[src/rtl/sirq_pkg.sv]
package sirq_pkg;
  typedef enum logic [1:0] {
    ST_IDLE = 2'd0,
    ST_LOW  = 2'd1,
    ST_TURN = 2'd2,
    ST_DONE = 2'd3
  } sf_state_e;
endpackage

[src/rtl/sirq_width_dec.sv]
module sirq_width_dec #(
  parameter int unsigned CNT_W   = 4,
  parameter int unsigned SHORT_W = 4,
  parameter int unsigned MID_W   = 6,
  parameter int unsigned LONG_W  = 8
) (
  input  logic [1:0]       sel_i,
  output logic [CNT_W-1:0] width_o
);
  always_comb begin
    unique case (sel_i)
      2'b00:   width_o = CNT_W'(SHORT_W);
      2'b01:   width_o = CNT_W'(MID_W);
      default: width_o = CNT_W'(LONG_W);
    endcase
  end

  always_comb begin
    AST_WIDTH_LEGAL: assert (width_o == CNT_W'(SHORT_W) || width_o == CNT_W'(MID_W) ||
                             width_o == CNT_W'(LONG_W));
  end
endmodule

[src/rtl/sirq_low_timer.sv]
module sirq_low_timer #(
  parameter int unsigned CNT_W = 4
) (
  input  logic             clk_i,
  input  logic             rst_ni,
  input  logic             load_i,
  input  logic [CNT_W-1:0] load_val_i,
  input  logic             run_i,
  output logic             zero_o
);
  logic [CNT_W-1:0] cnt_q;

  always_ff @(posedge clk_i or negedge rst_ni) begin
    if (!rst_ni)                     cnt_q <= '0;
    else if (load_i)                 cnt_q <= load_val_i;
    else if (run_i && cnt_q != '0)   cnt_q <= cnt_q - 1'b1;
  end

  assign zero_o = (cnt_q == '0);

  AST_TIMER_STEP: assert property (@(posedge clk_i) disable iff (!rst_ni)
    (run_i && !load_i && !zero_o) |=> (cnt_q == $past(cnt_q) - 1'b1));
endmodule

[src/rtl/sirq_start_fsm.sv]
module sirq_start_fsm
  import sirq_pkg::*;
#(
  parameter int unsigned CNT_W = 4
) (
  input  logic             clk_i,
  input  logic             rst_ni,
  input  logic             line_i,
  input  logic             quiet_i,
  input  logic             frame_req_i,
  input  logic [CNT_W-1:0] width_i,
  input  logic             zero_i,
  output logic             load_o,
  output logic [CNT_W-1:0] load_val_o,
  output logic             run_o,
  output logic             oe_o,
  output logic             do_o,
  output logic             done_o
);
  sf_state_e state_q, state_d;

  // quiet: peripheral already owned one low clock
  assign load_o     = (state_q == ST_IDLE) && (quiet_i ? !line_i : frame_req_i);
  assign load_val_o = quiet_i ? (width_i - CNT_W'(2)) : (width_i - CNT_W'(1));
  assign run_o      = (state_q == ST_LOW);

  always_comb begin
    state_d = state_q;
    unique case (state_q)
      ST_IDLE: if (load_o) state_d = ST_LOW;
      ST_LOW:  if (zero_i) state_d = ST_TURN;
      ST_TURN: state_d = ST_DONE;
      default: state_d = ST_IDLE;
    endcase
  end

  always_ff @(posedge clk_i or negedge rst_ni) begin
    if (!rst_ni) state_q <= ST_IDLE;
    else         state_q <= state_d;
  end

  assign oe_o   = (state_q == ST_LOW) || (state_q == ST_TURN);
  assign do_o   = (state_q == ST_TURN);
  assign done_o = (state_q == ST_DONE);

  AST_QUIET_START: assert property (@(posedge clk_i) disable iff (!rst_ni)
    (quiet_i && state_q == ST_IDLE && !line_i) |=> (oe_o && !do_o));
  AST_CONT_START: assert property (@(posedge clk_i) disable iff (!rst_ni)
    (!quiet_i && state_q == ST_IDLE && frame_req_i) |=> (oe_o && !do_o));
  AST_MODE_IGNORE: assert property (@(posedge clk_i) disable iff (!rst_ni)
    (state_q == ST_IDLE && (quiet_i ? line_i : !frame_req_i)) |=> !oe_o);
  AST_TURN_AFTER_LOW: assert property (@(posedge clk_i) disable iff (!rst_ni)
    (state_q == ST_LOW && zero_i) |=> (oe_o && do_o));
  AST_TURN_RELEASE: assert property (@(posedge clk_i) disable iff (!rst_ni)
    (oe_o && do_o) |=> (!oe_o && done_o));
  AST_DONE_PULSE: assert property (@(posedge clk_i) disable iff (!rst_ni)
    done_o |=> (!done_o && !oe_o));
endmodule

[src/rtl/sirq_start_gen.sv]
module sirq_start_gen #(
  parameter int unsigned SHORT_W = 4,
  parameter int unsigned MID_W   = 6,
  parameter int unsigned LONG_W  = 8
) (
  input  logic       clk_i,
  input  logic       rst_ni,
  input  logic       line_i,
  input  logic       quiet_i,
  input  logic       frame_req_i,
  input  logic [1:0] width_sel_i,
  output logic       line_oe_o,
  output logic       line_do_o,
  output logic       sf_done_o
);
  localparam int unsigned MAX_W = (LONG_W > MID_W) ? ((LONG_W > SHORT_W) ? LONG_W : SHORT_W)
                                                   : ((MID_W > SHORT_W) ? MID_W : SHORT_W);
  localparam int unsigned CNT_W = $clog2(MAX_W + 1);

  logic [CNT_W-1:0] width;
  logic [CNT_W-1:0] load_val;
  logic             load, run, zero;

  sirq_width_dec #(
    .CNT_W(CNT_W), .SHORT_W(SHORT_W), .MID_W(MID_W), .LONG_W(LONG_W)
  ) u_dec (
    .sel_i  (width_sel_i),
    .width_o(width)
  );

  sirq_low_timer #(.CNT_W(CNT_W)) u_timer (
    .clk_i     (clk_i),
    .rst_ni    (rst_ni),
    .load_i    (load),
    .load_val_i(load_val),
    .run_i     (run),
    .zero_o    (zero)
  );

  sirq_start_fsm #(.CNT_W(CNT_W)) u_fsm (
    .clk_i      (clk_i),
    .rst_ni     (rst_ni),
    .line_i     (line_i),
    .quiet_i    (quiet_i),
    .frame_req_i(frame_req_i),
    .width_i    (width),
    .zero_i     (zero),
    .load_o     (load),
    .load_val_o (load_val),
    .run_o      (run),
    .oe_o       (line_oe_o),
    .do_o       (line_do_o),
    .done_o     (sf_done_o)
  );

  AST_RESET_QUIET: assert property (@(posedge clk_i) disable iff (!rst_ni)
    $rose(rst_ni) |-> (!line_oe_o && !sf_done_o));
  AST_OUT_EXCL: assert property (@(posedge clk_i) disable iff (!rst_ni)
    !(line_oe_o && sf_done_o));
endmodule

[config.mk]
export PLATFORM = sky130hd
export DESIGN_NAME = sirq_start_gen
export DESIGN_NICKNAME = d
export VERILOG_FILES = /design/src/rtl/sirq_pkg.sv /design/src/rtl/sirq_width_dec.sv /design/src/rtl/sirq_low_timer.sv /design/src/rtl/sirq_start_fsm.sv /design/src/rtl/sirq_start_gen.sv
export SDC_FILE = /design/constraint.sdc
export NUM_CORES = 1
export LEC_CHECK = 0
export BUFFER_PORTS_ARGS = -buffer_cell sky130_fd_sc_hd__buf_2
export CORE_MARGIN = 2
export CORE_UTILIZATION = 30
export DETAILED_ROUTE_END_ITERATION = 12
export PLACE_DENSITY_LB_ADDON = 0.12
export SETUP_SLACK_MARGIN = 0.5
export SLEW_MARGIN = 20
export SYNTH_ARGS = -nofsm -noshare
export SYNTH_HDL_FRONTEND = slang
export SYNTH_SLANG_ARGS = --single-unit
[constraint.sdc]
create_clock -name clk_i -period 2.45 [get_ports clk_i]
set_input_delay 0.49 -clock clk_i [delete_from_list [all_inputs] [get_ports clk_i]]
set_output_delay 0.49 -clock clk_i [all_outputs]
set_load 0.01 [all_outputs]
==> results.cfg <==
[floorplan]
core-area_sq_um = 1320
die_x_microns = 41.8
die_area_sq_um = 1750
io_pins = 10
fp.dieH_microns = 41.8
fp-row-count = 13
initial_core_util_pct = 32.6

[yosys]
ys_seq_elements = 6
yosysTopAreaCell = dfrtp_1
syn-cell-area_sq_um = 429
syn_nets = 56
yosysUniqueCellTypes = 22
syn-instance-count = 44
syn_area_per_cell_sq_um = 9.75
yosysTopAreaCellShare_pct = 35.0
ys_warn_count = 0
ys_seq_area_share_pct = 35.0
yosys-top-cells-area = dfrtp_1 35%, ha_1 15%, a21oi_1 4.7%

[drt]
initialDrtViolationCount = 10
wl_per_cell_microns = 10.2
routed_wirelength_microns = 715
post-route-drc-count = 0
firstDrtPassIters = 4
via_per_inst = 4.77
vias = 334
drt.antenna.violating_nets = 0

[final_layout]
layout_common_cells = 9 x buf_2, 6 x dfrtp_1, 4 x inv_1, 4 x ha_1
area_growth_pct = 19.0
drive_gt1_share_pct = 32.7
layout.nets = 69
layout_commonest_cell = buf_2
utilization_pct = 38.7
diodes = 0
final_area_sq_um = 510

[clock_tree]
htree_levels = 1
cts_tree = built
clk_path_buf_depth = 2
clock_latency_ps = 240
clock_sinks = 6
postCtsHoldBufs = 0
numCtsBuffers = 3
path_clk_slew_ps = 50
cts_root_buffer = clkbuf_4

[setup_path]
crit_fanout = 6
cp-start-kind = register
cp.arrival_ps = 2020
cpMaxStageDelayCell = dfrtp_1
endpoint_kind = register
cp_cell_sequence = inv_2 > ha_2 > or3b_4 > and2_4 > or3_1 > a32oi_1
critPathKind = register to register
slowest_delay_ps = 420
worst_ep_required_time_ps = 2610

[placement]
io_buffers = 9
dp_hpwl_microns = 595
dpl-instance-area_sq_um = 482
pre_cts_slack_ps = 550
place.gp.congestion = 0.676

[timing]
period_needed_ps = 1860
slew_viol_final = 0
layout_setup_ws_ps = 588
fin_skew_ps = 4.69
slew_headroom_pct = 85.0
fin_setup_tns_ps = 0
rsz0062_at_grt = false
setup_viol = 0
fmax_mhz = 537
hold_viol = 0
worst_pin_slew_ps = 219
finalCritPeriodShare_pct = 76.0

[job]
cap_violations = 0

[global_route]
grt_pass1_vias = 311
track_usage_pct = 10.2
grt_antenna_before_repair = 0
grt_max_degree = 7
grt_pass1_wl_microns = 1320
grt-ovfl-total = 0

[pwr]
fin_total_pwr_uw = 627
leakage_nw = 0.249
peakVddDrop_mv = 0.519
power.density_nw_per_um2 = 1230

[run_status]
status = finished clean

[worst_hold_path]
hp-class = input port to async pin
[state kept, by name, indices dropped and copies added, names as in the netlist]
name,count
u_fsm.state_q,2
u_timer.cnt_q,4
[critical path, delay by kind of cell (launching register included)]
kind	cells	cell delay [ps]
AO/OA/AOI/OAI	1	190
adder cells (fa/ha/maj)	1	170
buffers and inverters	1	80
flip-flops	1	420
AND/OR/NAND/NOR	3	920
[power breakdown]
group          internal, mW  leakage (nW)  switching (mW)  total, mW
registers             0.148        0.0716          0.0463      0.194
logic                 0.179         0.164           0.162      0.341
clock network        0.0554        0.0138          0.0359     0.0913
total                 0.382         0.249           0.245      0.627
[Yosys cell counts]
library cell	number
nand3_1	1
nor3b_1	1
nand2b_1	2
nor2_1	2
dfrtp_1	6
mux2_2	1
nand2_1	3
inv_1	5
and2_4	1
buf_6	1
a21oi_1	4
ha_1	5
o32a_1	1
mux2_1	1
a32oi_1	1
xnor2_1	2
mux2i_1	2
nor3_1	1
or3_1	1
nor2b_1	1
or3b_4	1
and2_1	1
[final timing paths]
path	start	end	slack (ps)	cells after the start
setup / recovery	u_timer.cnt_q[0]	u_timer.cnt_q[0]	590	6
hold / removal	rst_ni	u_timer.cnt_q[0]	70	1
setup reg to reg	u_timer.cnt_q[0]	u_timer.cnt_q[0]	590	6
hold reg to reg	u_fsm.state_q[1]	u_fsm.state_q[1]	550	1
max in group asynchronous	rst_ni	u_fsm.state_q[1]	2230	1
min in group clk_i	quiet_i	u_timer.cnt_q[0]	470	2
[repair_timing]
| item | in CTS | in global routing |
|---|---|---|
| setup buffers | 0 | 0 |
| resized for setup | 0 | 3 |
| setup endpoints to repair | 0 | 2 |
[cell families (layout without fill, tap and decap cells)]
family,count (synthesis),in the layout,share of synthesized area [%]
and+or+nand+nor,15,15,20.4
buffers and inverters,6,17,7.00
AOI/OAI and AO/OA,6,6,9.04
muxes,4,4,9.91
xor gates and xnor gates,2,2,4.08
DFF,6,6,35.0
adders and majority gates,5,5,14.6
[per-stage QoR]
step	std cells	hold WS (ps)
CTS	70	64.2
global route	70	63.8
finish	70	65.3
detailed placement	67	330
floorplan	44	194
global placement	67	328
[per-layer routing]
layer	up-vias	global-route usage (%)	part of all wire, %
met3	0	5.22	5.2
met4	0	3.87	0
met1	154	12.4	48
li1	171	-	-
met2	9	15.3	47
met5	-	0	0
[layout make-up]
cell class                 count  area (sq um)
tap                           15          18.8
fill                         148           807
inverter                       5          18.8
clock buffer                   3          22.5
timing repair buffer           9          45.0
multi-input combinational     32           255
sequential                     6           150
(Power assumes the default switching activity.)
